## src/rtl/ucode_loader_pkg.sv

```systemverilog
package ucode_loader_pkg;

  localparam int BYTE_W = 8;

  // Position inside a host transaction.
  typedef enum logic [1:0] {
    PH_CMD  = 2'd0,
    PH_ADDR = 2'd1,
    PH_DATA = 2'd2
  } phase_t;

  // What the address byte selected.
  typedef enum logic [1:0] {
    TGT_NONE    = 2'd0,
    TGT_UCODE   = 2'd1,
    TGT_RELEASE = 2'd2,
    TGT_REG     = 2'd3
  } target_t;

  // Control -> datapath strobes.
  typedef struct packed {
    logic rewind;     // pointer to zero
    logic advance;    // pointer + 1
    logic write;      // store host byte at pointer
    logic readIssue;  // fetch next location (or location 0 with rewind)
    logic ovfSet;     // access past the end
    logic ovfClr;     // new microcode access opened
    logic selReg;     // read data comes from the register file
  } loadStrobe_t;

endpackage

```

## src/rtl/ucode_loader_ctrl.sv

```systemverilog
module ucode_loader_ctrl
  import ucode_loader_pkg::*;
#(
  parameter logic [BYTE_W-1:0] UCODE_ADDR   = 8'h7E,
  parameter logic [BYTE_W-1:0] RELEASE_ADDR = 8'h7F
) (
  input  logic              clk,
  input  logic              rstN,
  input  logic              hostValid,
  input  logic [BYTE_W-1:0] hostByte,
  input  logic              hostEnd,
  input  logic              atEnd,
  output loadStrobe_t       stb,
  output logic              regStrobe,
  output logic              regWrite,
  output logic [BYTE_W-1:0] regAddr,
  output logic              cpuReset,
  output logic              loaderBusy
);

  phase_t  phase;
  target_t target;
  logic    isRead;
  logic    byteIn;

  assign byteIn = hostValid && !hostEnd;

  // Strobes for the datapath and the register-file port.
  always_comb begin
    stb        = '0;
    stb.selReg = (target == TGT_REG);
    regStrobe  = 1'b0;
    regWrite   = !isRead;
    if (byteIn) begin
      case (phase)
        PH_ADDR: begin
          if (hostByte == UCODE_ADDR) begin
            stb.rewind    = 1'b1;
            stb.ovfClr    = 1'b1;
            stb.readIssue = isRead;
          end
        end
        PH_DATA: begin
          case (target)
            TGT_UCODE: begin
              if (atEnd) begin
                stb.ovfSet = 1'b1;
              end else begin
                stb.advance   = 1'b1;
                stb.write     = !isRead;
                stb.readIssue = isRead;
              end
            end
            TGT_REG:  regStrobe = 1'b1;
            default:  ;
          endcase
        end
        default: ;
      endcase
    end
  end

  // Phase tracking, address decode and the reset-hold flag.
  always_ff @(posedge clk or negedge rstN) begin
    if (!rstN) begin
      phase      <= PH_CMD;
      target     <= TGT_NONE;
      isRead     <= 1'b0;
      regAddr    <= '0;
      cpuReset   <= 1'b0;
      loaderBusy <= 1'b0;
    end else if (hostEnd) begin
      phase      <= PH_CMD;
      target     <= TGT_NONE;
      loaderBusy <= 1'b0;
    end else if (hostValid) begin
      case (phase)
        PH_CMD: begin
          isRead <= hostByte[0];
          phase  <= PH_ADDR;
        end
        PH_ADDR: begin
          regAddr <= hostByte;
          phase   <= PH_DATA;
          if (hostByte == UCODE_ADDR) begin
            target     <= TGT_UCODE;
            cpuReset   <= 1'b1;
            loaderBusy <= 1'b1;
          end else if (hostByte == RELEASE_ADDR && !isRead) begin
            target <= TGT_RELEASE;
          end else begin
            target <= TGT_REG;
          end
        end
        PH_DATA: begin
          if (target == TGT_RELEASE) cpuReset <= 1'b0;
        end
        default: phase <= PH_CMD;
      endcase
    end
  end

endmodule

```

## src/rtl/ucode_loader_dp.sv

```systemverilog
module ucode_loader_dp
  import ucode_loader_pkg::*;
#(
  parameter int DEPTH = 1024,
  parameter int AW    = $clog2(DEPTH)
) (
  input  logic              clk,
  input  logic              rstN,
  input  loadStrobe_t       stb,
  input  logic [BYTE_W-1:0] ramRdata,
  input  logic [BYTE_W-1:0] regRdata,
  output logic              atEnd,
  output logic              ramEn,
  output logic              ramWe,
  output logic [AW-1:0]     ramAddr,
  output logic [BYTE_W-1:0] hostRdData,
  output logic              overflow
);

  localparam logic [AW:0] DEPTH_V = (AW + 1)'(DEPTH);

  logic [AW:0]       ptr;
  logic [AW:0]       ptrInc;
  logic              nextInRange;
  logic              rdPend;
  logic              rdBlank;
  logic [BYTE_W-1:0] rdHold;

  assign ptrInc      = ptr + 1'b1;
  assign atEnd       = (ptr == DEPTH_V);
  assign nextInRange = stb.rewind || (ptrInc != DEPTH_V);

  // RAM request: writes use the current pointer, reads prefetch the next one.
  assign ramWe   = stb.write;
  assign ramEn   = stb.write || (stb.readIssue && nextInRange);
  assign ramAddr = stb.write  ? ptr[AW-1:0]
                 : stb.rewind ? '0
                 : ptrInc[AW-1:0];

  assign hostRdData = stb.selReg ? regRdata : rdHold;

  always_ff @(posedge clk or negedge rstN) begin
    if (!rstN) begin
      ptr      <= '0;
      rdPend   <= 1'b0;
      rdBlank  <= 1'b0;
      rdHold   <= '0;
      overflow <= 1'b0;
    end else begin
      if (stb.rewind)                ptr <= '0;
      else if (stb.advance && !atEnd) ptr <= ptrInc;

      rdPend  <= stb.readIssue && nextInRange;
      rdBlank <= stb.readIssue && !nextInRange;
      if (rdPend)       rdHold <= ramRdata;
      else if (rdBlank) rdHold <= '0;

      if (stb.ovfClr)      overflow <= 1'b0;
      else if (stb.ovfSet) overflow <= 1'b1;
    end
  end

endmodule

```

## src/rtl/ucode_loader.sv

```systemverilog
module ucode_loader
  import ucode_loader_pkg::*;
#(
  parameter int                DEPTH        = 1024,
  parameter logic [BYTE_W-1:0] UCODE_ADDR   = 8'h7E,
  parameter logic [BYTE_W-1:0] RELEASE_ADDR = 8'h7F,
  localparam int               AW           = $clog2(DEPTH)
) (
  input  logic              clk,
  input  logic              rstN,
  input  logic              hostValid,
  input  logic [BYTE_W-1:0] hostByte,
  input  logic              hostEnd,
  output logic [BYTE_W-1:0] hostRdData,
  output logic              regStrobe,
  output logic              regWrite,
  output logic [BYTE_W-1:0] regAddr,
  output logic [BYTE_W-1:0] regWdata,
  input  logic [BYTE_W-1:0] regRdata,
  output logic              ramEn,
  output logic              ramWe,
  output logic [AW-1:0]     ramAddr,
  output logic [BYTE_W-1:0] ramWdata,
  input  logic [BYTE_W-1:0] ramRdata,
  output logic              cpuReset,
  output logic              loaderBusy,
  output logic              overflow
);

  loadStrobe_t stb;
  logic        atEnd;

  assign regWdata = hostByte;
  assign ramWdata = hostByte;

  ucode_loader_ctrl #(
    .UCODE_ADDR  (UCODE_ADDR),
    .RELEASE_ADDR(RELEASE_ADDR)
  ) u_ctrl (
    .clk       (clk),
    .rstN      (rstN),
    .hostValid (hostValid),
    .hostByte  (hostByte),
    .hostEnd   (hostEnd),
    .atEnd     (atEnd),
    .stb       (stb),
    .regStrobe (regStrobe),
    .regWrite  (regWrite),
    .regAddr   (regAddr),
    .cpuReset  (cpuReset),
    .loaderBusy(loaderBusy)
  );

  ucode_loader_dp #(
    .DEPTH(DEPTH),
    .AW   (AW)
  ) u_dp (
    .clk       (clk),
    .rstN      (rstN),
    .stb       (stb),
    .ramRdata  (ramRdata),
    .regRdata  (regRdata),
    .atEnd     (atEnd),
    .ramEn     (ramEn),
    .ramWe     (ramWe),
    .ramAddr   (ramAddr),
    .hostRdData(hostRdData),
    .overflow  (overflow)
  );

endmodule

```

## config.mk

```make
export PLATFORM = sky130hd
export DESIGN_NAME = ucode_loader
export DESIGN_NICKNAME = d
export VERILOG_FILES = /design/src/rtl/ucode_loader_pkg.sv /design/src/rtl/ucode_loader_ctrl.sv /design/src/rtl/ucode_loader_dp.sv /design/src/rtl/ucode_loader.sv
export SDC_FILE = /design/constraint.sdc
export NUM_CORES = 1
export LEC_CHECK = 0
export ABC_CLOCK_PERIOD_IN_PS = 2750
export BUFFER_PORTS_ARGS = -buffer_cell sky130_fd_sc_hd__buf_2
export CELL_PAD_IN_SITES_DETAIL_PLACEMENT = 0
export CELL_PAD_IN_SITES_GLOBAL_PLACEMENT = 1
export CORE_MARGIN = 3
export CORE_UTILIZATION = 34
export CTS_CLUSTER_SIZE = 28
export DETAILED_ROUTE_END_ITERATION = 8
export MAX_ROUTING_LAYER = met4
export PLACE_DENSITY_LB_ADDON = 0.08
export SYNTH_ARGS = -nofsm -noshare
export SYNTH_HDL_FRONTEND = slang
export SYNTH_SLANG_ARGS = --single-unit
export TNS_END_PERCENT = 30
```

## constraint.sdc

```tcl
create_clock -name clk -period 2.75 [get_ports clk]
set_input_delay 0.55 -clock clk [delete_from_list [all_inputs] [get_ports clk]]
set_output_delay 0.55 -clock clk [all_outputs]
set_load 0.05 [all_outputs]
```

---- Word-level counts from Yosys, hierarchy flattened ----
Cells that the tools add are included.
cells by class
  $add $sub $neg .......................... 1
  eq/ne operators ......................... 12
  muxes and demuxes ....................... 36
  bitwise gates (word level) .............. 1
  reduce and logical (&&, ||, !) cells .... 25
operators by type and width
  operator                                                         number
  8-bit 2-to-1 mux                                                 3
  11-bit 2-to-1 mux                                                2
  10-bit 2-to-1 mux                                                2
  8-bit by 7-bit == test with 1-bit output, second input constant  2
  1-bit 2-to-1 mux                                                 16
  2-bit 2-to-1 mux                                                 7
  2-bit nonzero test                                               7
  11-bit by 1-bit adder with 11-bit output, second input constant  1
  11-bit == test, second input constant                            1
  11-bit != test, second input constant                            1
  3-bit AND reduction                                              3
  2-bit == test, second input constant                             3
  6-bit 2-to-1 mux                                                 1
  2-bit case mux with 3 select lines                               1
  1-bit logical AND                                                5
  5-bit AND reduction                                              1
  2-bit by 1-bit == test with 1-bit output, second input constant  2
  1-bit logical NOT                                                4
  4-bit 2-to-1 mux                                                 1
  2-bit by 1-bit != test with 1-bit output, second input constant  2
  1-bit case mux with 2 select lines                               2
  2-bit AND reduction                                              2
  3-bit 2-to-1 mux                                                 1
  2-bit logical NOT                                                1
  3 further kinds                                                  4
storage, ports and cells
  flip-flop bits (word level) ............. 37
  input bits .............................. 28
  output and inout port bits .............. 49
  word-level logic and storage cells ...... 86

---- Longest topological paths before layout ----
  word-level depth ........................ 8
  depth in mapped cells ................... 10
  gate-level depth less buffers ........... 8

---- Hierarchy ----
From an unflattened synthesis, not the netlist that was laid out.
unflattened totals
  cell total of the unflattened synthesis .. 276
  area total of the unflattened synthesis .. 2,636.3 µm²
modules (own cells, without submodules)
  module             times used  cells each  area an instance (µm²)  sequential area each (µm²)
  ucode_loader_dp    1           186         1,664.1                 550.5
  ucode_loader_ctrl  1           74          852.1                   375.4
  ucode_loader       1           16          120.1                   0.0

---- Worst setup path after synthesis ----
Ideal clock, no wire load.
  kind .................................... reg2out
  start ................................... register u_dp.ptr[0]
  end ..................................... output ramAddr[5]
  data arrival time ....................... 3.244 ns
  data required time ...................... 2.200 ns
  slack ................................... -1.044 ns
  stages on the path, launching flop included .. 11
  buffers on the path ..................... 2
  cells stage by stage .................... dfrtp_1 > clkbuf_1 > inv_1 > ha_1 > or4bb_1 > nor3_4 > or3_2 > inv_2 > or2_0 > buf_2 > o31ai_1
between the ends
  cells in the longest elaborated chain, start to end .. 6
  elaborated cells on any way between the ends .. 8
  those cells by class .................... 1 x add/sub; 1 x eq/ne; 6 x mux
ends and longest elaborated chain
  item                                                                                              line                   RTL
  start: declaration                                                                                ucode_loader_dp.sv:22  logic [AW:0] ptr;
  start signal: assignment                                                                          ucode_loader_dp.sv:51  else if (stb.advance && !atEnd) ptr <= ptrInc;
  parallel branches: the longest is 5 deep, another holds 11-bit by 1-bit adder with 11-bit output  n/a
  10-bit 2-to-1 mux (*)                                                                             ucode_loader_dp.sv:36  assign ramAddr = stb.write ? ptr[AW-1:0]
  end: declaration                                                                                  ucode_loader.sv:22     output logic [AW-1:0] ramAddr,
Mark *: on every way between the ends.

---- Final worst setup path ----
  start ................................... register u_dp.ptr[9]
  end ..................................... output ramAddr[5]
between the ends
  cells in the longest elaborated chain, start to end .. 6
ends and longest elaborated chain
  item               line                     RTL
  11-bit == test     ucode_loader_dp.sv:30    assign atEnd = (ptr == DEPTH_V);
  3-bit 2-to-1 mux   ucode_loader_ctrl.sv:46  if (atEnd) begin
  4-bit 2-to-1 mux   ucode_loader_ctrl.sv:44  case (target)
  2-bit 2-to-1 mux   ucode_loader_ctrl.sv:35  case (phase)
  6-bit 2-to-1 mux   ucode_loader_ctrl.sv:34  if (byteIn) begin
  10-bit 2-to-1 mux  ucode_loader_dp.sv:36
No other way between the ends.

==> run summary <==
## GRT
• **antenna violations before repair** 0
• **largest net degree at the start of global routing** 38
• **first-pass GRT wire length** 11350 um
• **number of global-route vias before repair** 2200
• **total global-route track usage** 0.1743
• **overall overflow remaining after global route** 0

## Die
• **initial core utilization** 0.3538
• **width of the chip** 90.32 um
• **# rows** 30
• **Core ar.** 6832 um2
• **count of pins on the block boundary** 77
• **area of the die** 8158 um2
• **floorplan die height** 90.32 um

## Yosys
• **Synthesized Nets** 308
• **Distinct cells, synth** 47
• **EDFF count, synth** 0
• **post-synth top area share** 0.3830
• **register area share after synthesis** 0.3830
• **most area-consuming cells after synthesis** dfrtp_1, mux2_2, o21ai_0
• **Avg Inst Size Synth** 8.855 um2
• **flops & latches, synth** 37
• **most repeated cell in the gate-level netlist after synthesis** dfrtp_1
• **Async S/R FF share, synth** 1.000
• **biggest area consumer among synthesized cells** dfrtp_1
• **number of synthesis warnings** 0
• **instance count of the mapped netlist** 273
• **Syn Std Cell Area** 2417 um2
• **most instantiated cells after synthesis** dfrtp_1, o21ai_0, nand2_1, buf_4, mux2_2
• **most used flip-flop cell after synthesis** dfrtp_1

## Timing
• **portion of the clock cycle consumed by the worst path in the final layout** 1.067
• **minimum clock period after layout** 2.933 ns
• **Final Hold Vio Count** 0
• **Final Max Slew Viols** 0
• **Setup Viol. Count Final** 11
• **setup total negative slack** -1.364 ns
• **Setup Skew** 0.007576 ns
• **maximum clock frequency** 0.3409 GHz
• **relative max-transition margin** 0.4304
• **Tightest Pin Transition** 0.8544 ns
• **RSZ-0062 raised after global routing** true
• **post-layout worst setup margin** -0.1832 ns

## Route
• **TritonRoute pass-1 iters** 4
• **Initial DRC Count** 75
• **detailed-route via count** 2269
• **wire per inst** 14.44 um
• **via count normalized by instance count** 4.933
• **Routed Wire Length** 6641 um
• **DRC** 0
• **remaining number of nets flagged by the antenna check after routing** 0

## Clock tree
• **number of H-tree branching levels** 2
• **root buf cell** clkbuf_8
• **number of buffers between clock root and the deepest sink** 2
• **source-to-sink clock delay at the later pin of the worst-skew pair** 0.29 ns
• **CTS tree** built
• **clock input transition at the sequential cells of the worst setup and hold paths** 0.08 ns
• **number of buffers added by the clock tree synthesis step** 5
• **CTS Sinks** 37
• **hold-fix buffers at CTS** 0

## Layout
• **total of fill cells in the finished design** 706
• **Sequential cell area** 925.9 um2
• **area of the multi-input gates** 1368 um2
• **total inserted antenna cells** 0
• **finished layout cell area** 3267 um2
• **Layout area overhead** 35.14%
• **net count reported at finish** 399
• **fraction of final layout cells sized beyond drive strength 1** 0.4368

## Setup path
• **cells traversed along the worst timing path** or4_4 > nor3_4 > or3_4 > inv_2 > or2_0 > buf_6 > o31ai_4 > buf_6
• **worst endpoint required time** 2.20 ns
• **Critical path buffers and inverters** 3
• **Critical Path Fanout Max** 6
• **critical path data arrival time** 2.38 ns
• **Critical Path Start Type** flip-flop
• **crit-path most repeated cell** buf_6
• **gate family responsible for the most delay along the worst path** simple AND/OR/NAND/NOR gates
• **worst setup path class** flip-flop to output port
• **largest incremental delay on the critical path** 0.57 ns
• **CP max-delay cell** or4_4
• **Critical Path End Type** output port

## Status
• **violations in the final reports** setup timing
• **status** complete, but fails checks

## Power and ir drop
• **largest voltage drop on the vdd net** 0.2725 mV
• **power per cell area** 508.4 nW/um2
• **standby leakage power** 1.462 nW

## Place
• **Setup Slack @ Placement** -0.04447 ns
• **Placed Instance Area** 3089 um2
• **final RePlAce weighted congestion** 0.7877
• **HPWL after DPL** 5007 um
• **count of port buffers added during placement** 76

## Job
• **max-cap violation count** 0

## Worst hold path
• **class of the tightest hold or removal check** input port to async pin

final cells by class:
| cell class | instances | share of cell area |
|---|---|---|
| repair buffers | 112 | 0.2210 |
| multi-input cells | 196 | 0.4186 |
| flip-flops and latches | 37 | 0.2834 |
| clock buffers | 7 | 0.02643 |
| inverters | 12 | 0.01379 |
| well taps | 96 | 0.03677 |
state kept, by name, summed over array words and instances (netlist names):
signal / cells
u_dp.rdBlank: 1
u_dp.rdHold: 8
u_ctrl.cpuReset: 1
u_dp.overflow: 1
u_ctrl.target: 2
u_dp.rdPend: 1
u_ctrl.phase: 2
u_ctrl.loaderBusy: 1
u_ctrl.regAddr: 8
u_dp.ptr: 11
u_ctrl.isRead: 1
cell families (layout without fill, tap and decap cells):
| logic type | count (synthesis) | in the layout | synth area share |
|---|---|---|---|
| flip-flops | 37 | 37 | 0.3830 |
| adder cells (fa/ha/maj) | 7 | 7 | 0.03623 |
| buffers and inverters | 40 | 131 | 0.08851 |
| XOR/XNOR | 1 | 1 | 0.003624 |
| AO/OA/AOI/OAI | 68 | 68 | 0.1667 |
| multiplexers | 18 | 18 | 0.08281 |
| AND/OR/NAND/NOR | 102 | 102 | 0.2391 |
what timing repair did:
item                       CTS  global route
cloned                       0             0
setup buffers                1             1
setup endpoints to repair   12            12
gates resized for setup     29             1
pin swaps                    4             0
cell usage in the layout (no fill, tap or decap), types with 4 or more instances in the layout:
cell type / count
buf_2: 64
buf_4: 37
dfrtp_1: 37
nand2_1: 25
o21ai_0: 22
mux2_2: 16
a21oi_1: 14
nand2b_1: 14
nor2_1: 13
buf_6: 11
nand3_1: 10
inv_1: 9
clkbuf_8: 6
nor3_1: 5
o21ai_2: 5
ha_1: 5
a31oi_1: 4
o21ai_1: 4
o31ai_4: 4
or3_1: 4
through the flow:
step                        util  hold WS [ns]  instances  total power, mW
after floorplan                -        0.2544        273            1.105
after global routing      0.4782        0.4489        460            1.747
after global placement    0.4522        0.4811        451            1.265
final                     0.4782        0.3640        460            1.661
after detailed placement  0.4522        0.4931        451            1.268
after CTS                 0.4767        0.4044        459            1.685
report_power, final:
group	internal [mW]	leakage [nW]	total, mW	switching, mW
registers	0.612	0.435	0.651	0.0381
logic	0.188	0.982	0.619	0.430
clock network	0.199	0.0443	0.392	0.193
worst paths after layout:
| path | start | end | slack [ns] | cells past startpoint |
|---|---|---|---|---|
| min reg2reg | u_ctrl.cpuReset$_DFFE_PN0P_ | u_ctrl.cpuReset$_DFFE_PN0P_ | 0.50 | 2 |
| max in group asynchronous | rstN | u_dp.rdHold[0]$_DFFE_PN0P_ | 1.85 | 1 |
| max | u_dp.ptr[9]$_DFFE_PN0P_ | ramAddr[5] | -0.18 | 8 |
| max reg2reg | u_dp.ptr[0]$_DFFE_PN0P_ | u_dp.ptr[10]$_DFFE_PN0P_ | 0.44 | 7 |
| min | rstN | u_ctrl.loaderBusy$_DFFE_PN0P_ | 0.36 | 1 |
| min in group clk | ramRdata[2] | u_dp.rdHold[2]$_DFFE_PN0P_ | 0.47 | 3 |
layer usage:
metal | vias to the layer above | GRT usage | wire length, um
met2 | 53 | 0.2520 | 2961
met4 | 0 | 0.04847 | 91
li1 | 1142 | - | -
met1 | 1066 | 0.2471 | 3316
met5 | - | - | 0
met3 | 8 | 0.03667 | 271
Note: power is estimated with default switching activity, not from simulation.
